[src/rtl/pfq_pkg.sv]
package pfq_pkg;
  parameter int SEG_W = 16;
  parameter int PA_W = 20;
  localparam int SEG_SHIFT = PA_W - SEG_W;
  typedef logic [7:0] byte_t;
endpackage

[src/rtl/pfq_addr_gen.sv]
module pfq_addr_gen
  import pfq_pkg::*;
(
  input  logic [SEG_W-1:0] seg_i,
  input  logic [SEG_W-1:0] ofs_i,
  output logic [PA_W-1:0]  phys_o
);
  // segment scaled by 16 plus zero-extended offset, carry out of bit 19 lost
  assign phys_o = {seg_i, {SEG_SHIFT{1'b0}}} + PA_W'(ofs_i);
endmodule

[src/rtl/pfq_byte_queue.sv]
module pfq_byte_queue
  import pfq_pkg::*;
#(
  parameter int DEPTH = 6,
  parameter int CNT_W = $clog2(DEPTH + 1)
) (
  input  logic             clk,
  input  logic             rst_n,
  input  logic             clr_i,
  input  logic [1:0]       wr_cnt_i,
  input  byte_t            wr_lo_i,
  input  byte_t            wr_hi_i,
  input  logic             rd_i,
  output byte_t            head_o,
  output logic [CNT_W-1:0] count_o
);
  localparam int PTR_W = (DEPTH > 1) ? $clog2(DEPTH) : 1;

  logic [PTR_W-1:0] wp, rp, wp_nx;
  byte_t slot [DEPTH];

  function automatic logic [PTR_W-1:0] step_ptr(input logic [PTR_W-1:0] p);
    return (p == PTR_W'(DEPTH - 1)) ? '0 : p + 1'b1;
  endfunction

  assign wp_nx = step_ptr(wp);

  for (genvar gi = 0; gi < DEPTH; gi++) begin : g_slot
    byte_t q;
    logic  we_first, we_second;
    assign we_first  = (wr_cnt_i != 2'd0) && (wp == PTR_W'(gi));
    assign we_second = (wr_cnt_i == 2'd2) && (wp_nx == PTR_W'(gi));
    always_ff @(posedge clk) begin
      if (!clr_i) begin
        if (we_first)       q <= wr_lo_i;
        else if (we_second) q <= wr_hi_i;
      end
    end
    assign slot[gi] = q;
  end

  assign head_o = slot[rp];

  always_ff @(posedge clk or negedge rst_n) begin
    if (!rst_n) begin
      wp      <= '0;
      rp      <= '0;
      count_o <= '0;
    end else if (clr_i) begin
      wp      <= '0;
      rp      <= '0;
      count_o <= '0;
    end else begin
      if (rd_i) rp <= step_ptr(rp);
      if (wr_cnt_i == 2'd1)      wp <= wp_nx;
      else if (wr_cnt_i == 2'd2) wp <= step_ptr(wp_nx);
      count_o <= count_o + CNT_W'(wr_cnt_i) - CNT_W'(rd_i);
    end
  end
endmodule

[src/rtl/pfq_fetch_ctl.sv]
module pfq_fetch_ctl
  import pfq_pkg::*;
#(
  parameter int              DEPTH    = 6,
  parameter int              MIN_FREE = 2,
  parameter int              CNT_W    = $clog2(DEPTH + 1),
  parameter logic [SEG_W-1:0] RESET_CS = 16'hFFFF,
  parameter logic [SEG_W-1:0] RESET_IP = 16'h0000
) (
  input  logic             clk,
  input  logic             rst_n,
  input  logic             flush_i,
  input  logic [SEG_W-1:0] new_cs_i,
  input  logic [SEG_W-1:0] new_ip_i,
  input  logic             eu_data_req_i,
  input  logic             fetch_gnt_i,
  input  logic             rdata_valid_i,
  input  logic [15:0]      rdata_i,
  input  logic [CNT_W-1:0] count_i,
  output logic [SEG_W-1:0] cs_o,
  output logic [SEG_W-1:0] ip_o,
  output logic             fetch_req_o,
  output logic [1:0]       wr_cnt_o,
  output byte_t            wr_lo_o,
  output byte_t            wr_hi_o
);
  logic             inflight, drop;
  logic             accept, odd;
  logic [CNT_W-1:0] free_slots;

  assign free_slots  = CNT_W'(DEPTH) - count_i;
  assign odd         = ip_o[0];
  assign fetch_req_o = !inflight && (free_slots >= CNT_W'(MIN_FREE))
                       && !flush_i && !eu_data_req_i;
  assign accept      = rdata_valid_i && inflight && !drop && !flush_i;
  assign wr_cnt_o    = accept ? (odd ? 2'd1 : 2'd2) : 2'd0;
  assign wr_lo_o     = odd ? rdata_i[15:8] : rdata_i[7:0];
  assign wr_hi_o     = rdata_i[15:8];

  always_ff @(posedge clk or negedge rst_n) begin
    if (!rst_n) begin
      cs_o     <= RESET_CS;
      ip_o     <= RESET_IP;
      inflight <= 1'b0;
      drop     <= 1'b0;
    end else if (flush_i) begin
      cs_o     <= new_cs_i;
      ip_o     <= new_ip_i;
      inflight <= inflight && !rdata_valid_i;
      drop     <= inflight && !rdata_valid_i;
    end else if (rdata_valid_i && inflight) begin
      inflight <= 1'b0;
      drop     <= 1'b0;
      if (!drop) ip_o <= ip_o + (odd ? 16'd1 : 16'd2);
    end else if (fetch_req_o && fetch_gnt_i) begin
      inflight <= 1'b1;
    end
  end
endmodule

[src/rtl/pfq_top.sv]
module pfq_top
  import pfq_pkg::*;
#(
  parameter int               DEPTH    = 6,
  parameter int               MIN_FREE = 2,
  parameter logic [SEG_W-1:0] RESET_CS = 16'hFFFF,
  parameter logic [SEG_W-1:0] RESET_IP = 16'h0000
) (
  input  logic        clk,
  input  logic        rst_n,
  input  logic        flush_i,
  input  logic [15:0] flush_cs_i,
  input  logic [15:0] flush_ip_i,
  input  logic        eu_data_req_i,
  output logic        fetch_req_o,
  output logic [19:0] fetch_addr_o,
  input  logic        fetch_gnt_i,
  input  logic        rdata_valid_i,
  input  logic [15:0] rdata_i,
  output logic        byte_valid_o,
  output logic [7:0]  byte_o,
  input  logic        byte_ready_i
);
  localparam int CNT_W = $clog2(DEPTH + 1);

  logic [CNT_W-1:0] q_count;
  logic [SEG_W-1:0] cur_cs, cur_ip;
  logic [1:0]       wr_cnt;
  byte_t            wr_lo, wr_hi;
  logic             pop;

  assign byte_valid_o = (q_count != '0) && !flush_i;
  assign pop          = byte_valid_o && byte_ready_i;

  pfq_fetch_ctl #(
    .DEPTH(DEPTH), .MIN_FREE(MIN_FREE), .CNT_W(CNT_W),
    .RESET_CS(RESET_CS), .RESET_IP(RESET_IP)
  ) ctl_i (
    .clk(clk), .rst_n(rst_n), .flush_i(flush_i),
    .new_cs_i(flush_cs_i), .new_ip_i(flush_ip_i),
    .eu_data_req_i(eu_data_req_i), .fetch_gnt_i(fetch_gnt_i),
    .rdata_valid_i(rdata_valid_i), .rdata_i(rdata_i), .count_i(q_count),
    .cs_o(cur_cs), .ip_o(cur_ip), .fetch_req_o(fetch_req_o),
    .wr_cnt_o(wr_cnt), .wr_lo_o(wr_lo), .wr_hi_o(wr_hi)
  );

  pfq_addr_gen addr_i (
    .seg_i(cur_cs), .ofs_i(cur_ip), .phys_o(fetch_addr_o)
  );

  pfq_byte_queue #(.DEPTH(DEPTH), .CNT_W(CNT_W)) queue_i (
    .clk(clk), .rst_n(rst_n), .clr_i(flush_i),
    .wr_cnt_i(wr_cnt), .wr_lo_i(wr_lo), .wr_hi_i(wr_hi),
    .rd_i(pop), .head_o(byte_o), .count_o(q_count)
  );
endmodule

[config.mk]
export PLATFORM = sky130hd
export DESIGN_NAME = pfq_top
export DESIGN_NICKNAME = d
export VERILOG_FILES = /design/src/rtl/pfq_pkg.sv /design/src/rtl/pfq_addr_gen.sv /design/src/rtl/pfq_byte_queue.sv /design/src/rtl/pfq_fetch_ctl.sv /design/src/rtl/pfq_top.sv
export SDC_FILE = /design/constraint.sdc
export NUM_CORES = 1
export LEC_CHECK = 0
export BUFFER_PORTS_ARGS = -buffer_cell sky130_fd_sc_hd__buf_2
export CORE_ASPECT_RATIO = 0.75
export CORE_MARGIN = 2
export CORE_UTILIZATION = 45
export CTS_BUF_LIST = sky130_fd_sc_hd__clkbuf_16
export DETAILED_ROUTE_END_ITERATION = 10
export PLACE_DENSITY_LB_ADDON = 0.2
export SYNTH_ARGS = -nofsm -noshare
export SYNTH_HDL_FRONTEND = slang
export SYNTH_SLANG_ARGS = --single-unit
[constraint.sdc]
create_clock -name clk -period 6.9 [get_ports clk]
set_input_delay 2.07 -clock clk [delete_from_list [all_inputs] [get_ports clk]]
set_output_delay 2.07 -clock clk [all_outputs]
set_load 0.01 [all_outputs]
==> results of run 1 <==
flip-flops by register name, indices dropped and copies added (netlist names):
signal and flops:
ctl_i.cs_o 16, ctl_i.drop 1, ctl_i.inflight 1, ctl_i.ip_o 16, queue_i.count_o 3, queue_i.g_slot.q 48, queue_i.rp 3, queue_i.wp 3
cells by family after synthesis:
group                      count (synthesis)  share of synthesized area (%)
DFF                                       91                           48.1
muxes                                     83                           19.2
xor gates and xnor gates                  31                           5.15
AOI/OAI and AO/OA                         72                           8.21
adders and majority gates                 22                           5.51
and+or+nand+nor                          105                           9.95
buffers and inverters                     47                           3.85
cell type report:
cell class                      count  share of cell area, %
Sequential cell                    91                   41.3
Inverter                           26                   1.59
Clock buffer                        9                   3.67
Tap cell                          162                   3.30
Clock inverter                      7                   1.75
Multi-Input combinational cell    313                   41.2
Timing Repair Buffer               86                   7.09
metrics by stage:
step | hold slack (ns) | worst slack [ns] | instance area [um^2]
2_1_floorplan | 0.545 | 2.10 | 5270
3_3_place_gp | 0.584 | 2.00 | 5800
4_1_cts | 0.608 | 1.98 | 6140
6_report | 0.595 | 1.98 | 6140
3_5_place_dp | 0.589 | 1.99 | 5800
5_1_grt | 0.627 | 1.87 | 6140
worst min-delay path, delay by kind of cell, from the launching register on:
kind / cells / cell delay [ns]
DFF: 1 / 0.38
xor gates and xnor gates: 1 / 0.13
AOI/OAI and AO/OA: 1 / 0.05
synth_stat cells, drive strengths merged, types with 5 or more instances:
library cell | n | area, um^2
xor2 | 11 | 96.3
nor4 | 5 | 52.6
mux2i | 10 | 100
nor3 | 6 | 35.0
nand2 | 33 | 124
mux2 | 65 | 732
clkbuf | 6 | 22.5
dfstp | 16 | 420
edfxtp | 48 | 1440
inv | 26 | 97.6
o22ai | 9 | 62.6
mux4 | 8 | 180
buf | 15 | 82.6
xnor2 | 20 | 175
nor2 | 28 | 108
o21ai | 26 | 130
nand3 | 15 | 80.1
and3 | 5 | 31.3
dfrtp | 27 | 676
a21oi | 22 | 118
ha | 20 | 250
per-layer routing:
| layer | vias up | routed length, um | part of all wire [%] | GRT usage [%] |
|---|---|---|---|---|
| met5 | - | 0 | 0 | 0 |
| met4 | 0 | 110 | 0.96 | 4.52 |
| met1 | 1722 | 5660 | 50 | 27.9 |
| met2 | 82 | 5160 | 45 | 29.5 |
| li1 | 1795 | - | - | - |
| met3 | 9 | 500 | 4.4 | 4.00 |
worst min path at each step:
stage | from | end | slack [ns]
final | ctl_i.ip_o[15] | ctl_i.ip_o[15] | 0.60
after detailed placement | ctl_i.ip_o[15] | ctl_i.ip_o[15] | 0.59
after CTS | ctl_i.ip_o[15] | ctl_i.ip_o[15] | 0.61
after global routing | ctl_i.cs_o[4] | ctl_i.cs_o[4] | 0.63
after floorplan | ctl_i.ip_o[15] | ctl_i.ip_o[15] | 0.54
after global placement | ctl_i.ip_o[15] | ctl_i.ip_o[15] | 0.58
power groups by stage:
stage	Clock [mW]	Sequential, mW	Combinational, mW
2_1_floorplan	0	0.638	0.256
6_report	0.552	0.656	0.335
3_3_place_gp	0	0.667	0.330
3_5_place_dp	0	0.668	0.337
5_1_grt	0.584	0.663	0.372
4_1_cts	0.564	0.657	0.339
==> results.py, run 1 <==
metrics = {
    "final_layout": {
        "multi_input_area_mm2": 0.00253,
        "nNetsFinal": 604,
        "drive_above_1_share_pct": 34.0,
        "fill_cells": 1024,
        "final_cell_count_no_fill": 694,
        "antenna_cells": 0,
        "mostFrequentLayoutCell": "buf_2",
        "utilization_pct": 53.2,
        "ff_latch_area_mm2": 0.00254,
        "syn2layout_area_growth_pct": 16.4,
        "layout_common_cells": "84 x buf_2, 48 x edfxtp_1, 47 x mux2_2",
    },
    "synth": {
        "yosysSeqAreaShare_pct": 48.1,
        "ys.flop_type": "edfxtp_1",
        "synth.distinct_cells": 53,
        "syn_nets": 528,
        "netlist_area_mm2": 0.00527,
        "synth-edff-count": 48,
        "yosysWarnings": 0,
        "async_flop_share_pct": 47.3,
        "avgSynthCellArea_um2": 11.7,
        "synth_cells": 451,
        "ys_seq_elements": 91,
    },
    "clock_network": {
        "clockBufferDepth": 2,
        "cts-resized-gates": 0,
        "post_cts_buffers": 0,
        "cts_tree": "yes",
        "root_buffer": "clkbuf_16",
        "cts_hold_buf": 0,
        "cts-htree-levels": 3,
        "cts.sinks": 91,
        "clk_pin_slew_worst_paths_ns": 0.06,
        "clkLatencyLatePin_ns": 0.34,
        "cts-buffers-inserted": 9,
    },
    "timing": {
        "skew_ns": 0.00495,
        "slew_headroom_pct": 24.2,
        "fin_crit_ns": 4.92,
        "final.setup.tns_ns": 0,
        "period_share_pct": 71.3,
        "hold_viol": 0,
        "tightestPinTransition_ns": 1.14,
        "fmax_mhz": 203,
        "drv_slew": 0,
        "setup_violations": 0,
        "rsz0062_at_grt": "false",
    },
    "placement": {
        "dp_hpwl_um": 8110,
        "place_congestion": 0.824,
        "port-buffer-count": 84,
        "placedCellCount": 678,
    },
    "power_and_ir_drop": {
        "swShare_pct": 27.0,
        "peakVddDrop_uv": 109,
        "power_frac_comb_pct": 21.7,
        "finalPower_mw": 1.54,
        "p_leak_nw": 2.46,
        "seqPwrFrac_pct": 42.5,
        "intPower_mw": 1.13,
        "p_clk_share_pct": 35.8,
        "power.switching_mw": 0.417,
        "powerDensity_mw_per_mm2": 251,
    },
    "run_status": {
        "status": "completed",
    },
    "routing": {
        "routed_wl_um": 11400,
        "wl_per_cell_um": 16.5,
        "avgViaCountPerCell": 5.20,
        "dr_total_vias": 3608,
        "drtIter0Drc": 201,
        "first_pass_iters": 4,
        "drc": 0,
        "antenna_left": 0,
    },
    "worst_setup_path": {
        "critical_path_class": "in2out",
        "rrSetupSlack_ns": 4.29,
        "crit_slowest_cell": "nor4_1",
        "crit_top_cell": "buf_2",
        "path_delay_family": "buffers and inverters",
        "worstPathArrival_ns": 2.85,
        "crit_fanout": 20,
        "crit_path_end_kind": "output port",
        "required_ns": 4.83,
        "crit_buf_inv": 2,
        "critPathMaxStageDelay_ns": 0.37,
        "startpoint_type": "input port",
        "reg2reg_to": "queue_i.g_slot[4].q[7]",
        "endpoint": "fetch_req_o",
        "r2r-start": "queue_i.wp[1]",
        "crit_chain": "buf_2, nor4_1, buf_2",
        "crit_path_start": "flush_i",
        "r2r_cells": 4,
        "worst-path-stages": 3,
    },
    "flow_run": {
        "cap_violations": 0,
    },
    "die": {
        "io_pins": 85,
        "die-area_mm2": 0.0126,
        "die_x_um": 129,
        "chipHeight_um": 97.7,
        "rows": 34,
        "start_util_pct": 45.7,
        "core_mm2": 0.0115,
    },
    "global_routing": {
        "grt_pass1_wl_um": 18600,
        "grt_usage_pct": 19.1,
        "grt_max_degree": 44,
        "antenna_found_initial": 0,
        "gr-total-overflow": 0,
        "grt_pass1_vias": 3652,
    },
    "min_path": {
        "hp-class": "reg2reg",
        "min_delay_path_depth": 2,
    },
}
Note: power is estimated with default switching activity, not from simulation.
==> inputs of run 2 (changes only) <==
==> constraint.sdc (replaced) <==
create_clock -name clk -period 4.6 [get_ports clk]
set_input_delay 1.38 -clock clk [delete_from_list [all_inputs] [get_ports clk]]
set_output_delay 1.38 -clock clk [all_outputs]
set_load 0.01 [all_outputs]
==> results.py, run 2 (synthesized netlist as in run 1, its figures left out) <==
metrics = {
    "clock_network": {
        "clockBufferDepth": 2,
        "clk_pin_slew_worst_paths_ns": 0.07,
        "post_cts_buffers": 0,
        "cts.sinks": 91,
        "cts-resized-gates": 0,
        "cts-htree-levels": 3,
        "clkLatencyLatePin_ns": 0.34,
        "root_buffer": "clkbuf_16",
        "cts_hold_buf": 0,
        "cts_tree": "yes",
        "cts-buffers-inserted": 9,
    },
    "final_layout": {
        "ff_latch_area_mm2": 0.00254,
        "largest_reg_flops": 48,
        "multi_input_area_mm2": 0.00253,
        "postLayoutCellArea_mm2": 0.00612,
        "antenna_cells": 0,
        "layout_common_cells": "84 x buf_2, 48 x edfxtp_1, 47 x mux2_2",
        "nNetsFinal": 608,
        "mostFrequentLayoutCell": "buf_2",
        "fill_cells": 1030,
        "drive_above_1_share_pct": 34.5,
        "syn2layout_area_growth_pct": 16.1,
        "reg_top3": "queue_i.g_slot.q (48), ctl_i.cs_o (16), ctl_i.ip_o (16)",
        "regMostFlops": "queue_i.g_slot.q",
    },
    "power_and_ir_drop": {
        "finalPower_mw": 2.21,
        "powerDensity_mw_per_mm2": 361,
        "peakVddDrop_uv": 193,
        "p_leak_nw": 2.46,
    },
    "worst_setup_path": {
        "reg2reg_to": "queue_i.g_slot[0].q[3]",
        "required_ns": 3.22,
        "r2r_cells": 5,
        "startpoint_type": "flip-flop",
        "critical_path_class": "reg2out",
        "rrSetupSlack_ns": 2.17,
        "worstPathArrival_ns": 2.55,
        "crit_path_end_kind": "output port",
        "r2r-start": "queue_i.wp[1]",
        "crit_path_start": "ctl_i.ip_o[5]",
        "endpoint": "fetch_addr_o[19]",
        "crit_fanout": 5,
    },
    "routing": {
        "drtIter0Drc": 237,
        "dr_total_vias": 3683,
        "antenna_left": 0,
        "first_pass_iters": 4,
        "drc": 0,
        "avgViaCountPerCell": 5.28,
        "routed_wl_um": 11500,
        "wl_per_cell_um": 16.5,
    },
    "timing": {
        "skew_ns": 0.00655,
        "drv_slew": 0,
        "hold_slack_ns": 0.600,
        "tightestPinTransition_ns": 0.990,
        "fmax_mhz": 255,
        "fin_crit_ns": 3.93,
        "slew_headroom_pct": 34.0,
        "period_share_pct": 85.4,
        "rsz0062_at_grt": "false",
        "final.setup.tns_ns": 0,
        "setup_violations": 0,
        "hold_viol": 0,
    },
    "global_routing": {
        "grt_usage_pct": 19.3,
        "antenna_found_initial": 0,
        "grt_pass1_vias": 3704,
        "grt_pass1_wl_um": 18900,
        "grt_max_degree": 46,
        "gr-total-overflow": 0,
    },
    "die": {
        "start_util_pct": 45.7,
        "io_pins": 85,
        "die_x_um": 129,
        "rows": 34,
        "die-area_mm2": 0.0126,
        "chipHeight_um": 97.7,
        "core_mm2": 0.0115,
    },
    "placement": {
        "place_congestion": 0.861,
        "port-buffer-count": 84,
        "dp_hpwl_um": 8250,
        "placed_area_mm2": 0.00583,
    },
    "run_status": {
        "status": "completed",
    },
    "min_path": {
        "hp-class": "reg2reg",
        "min_delay_path_depth": 2,
    },
    "flow_run": {
        "cap_violations": 0,
    },
}
## run 2: routing by layer
layer	vias to the layer above	share of wire, %	track usage (%)
li1	1806	-	-
met1	1805	49	28.1
met2	63	46	29.8
met3	9	4.2	3.95
met4	0	0.79	4.52
met5	-	0	0
## run 2: worst min-delay path by stage
| stage | startpoint | slack (ns) | end |
|---|---|---|---|
| floorplan | ctl_i.ip_o[15] | 0.54 | ctl_i.ip_o[15] |
| global placement | ctl_i.ip_o[15] | 0.59 | ctl_i.ip_o[15] |
| detailed placement | ctl_i.ip_o[15] | 0.60 | ctl_i.ip_o[15] |
| CTS | ctl_i.ip_o[15] | 0.62 | ctl_i.ip_o[15] |
| global route | ctl_i.cs_o[9] | 0.63 | ctl_i.cs_o[9] |
| finish | ctl_i.ip_o[15] | 0.60 | ctl_i.ip_o[15] |
## run 2: critical path, stage by stage, from the launching register on
cell	delay [ns]
dfrtp_1	0.45
ha_1	0.31
a21o_1	0.13
nand4_1	0.15
a311oi_2	0.40
o22ai_2	0.19
nor4_1	0.29
a311o_1	0.17
buf_2	0.13
## run 2: area by class of cell
class                           count  area share (%)
Tap cell                          162            3.31
Multi-Input combinational cell    313            41.4
Timing Repair Buffer               90            7.60
Inverter                           26            1.59
Clock buffer                        9            3.68
Sequential cell                    91            41.5
Clock inverter                      7            1.00
## run 2: power by group
part           switching (mW)  total, mW  leakage [nW]  internal (mW)
clock                   0.304      0.719         0.148          0.415
sequential             0.0673      0.980         0.944          0.913
combinational           0.257      0.511          1.37          0.254
total                   0.629       2.21          2.46           1.58
## run 2: metrics by stage
stage / utilization [%] / cells / worst slack, ns
floorplan: - / 451 / 1.18
global placement: 50.6 / 682 / 1.04
detailed placement: 50.6 / 682 / 1.04
CTS: 53.1 / 698 / 0.661
global route: 53.1 / 698 / 0.480
finish: 53.1 / 698 / 0.671
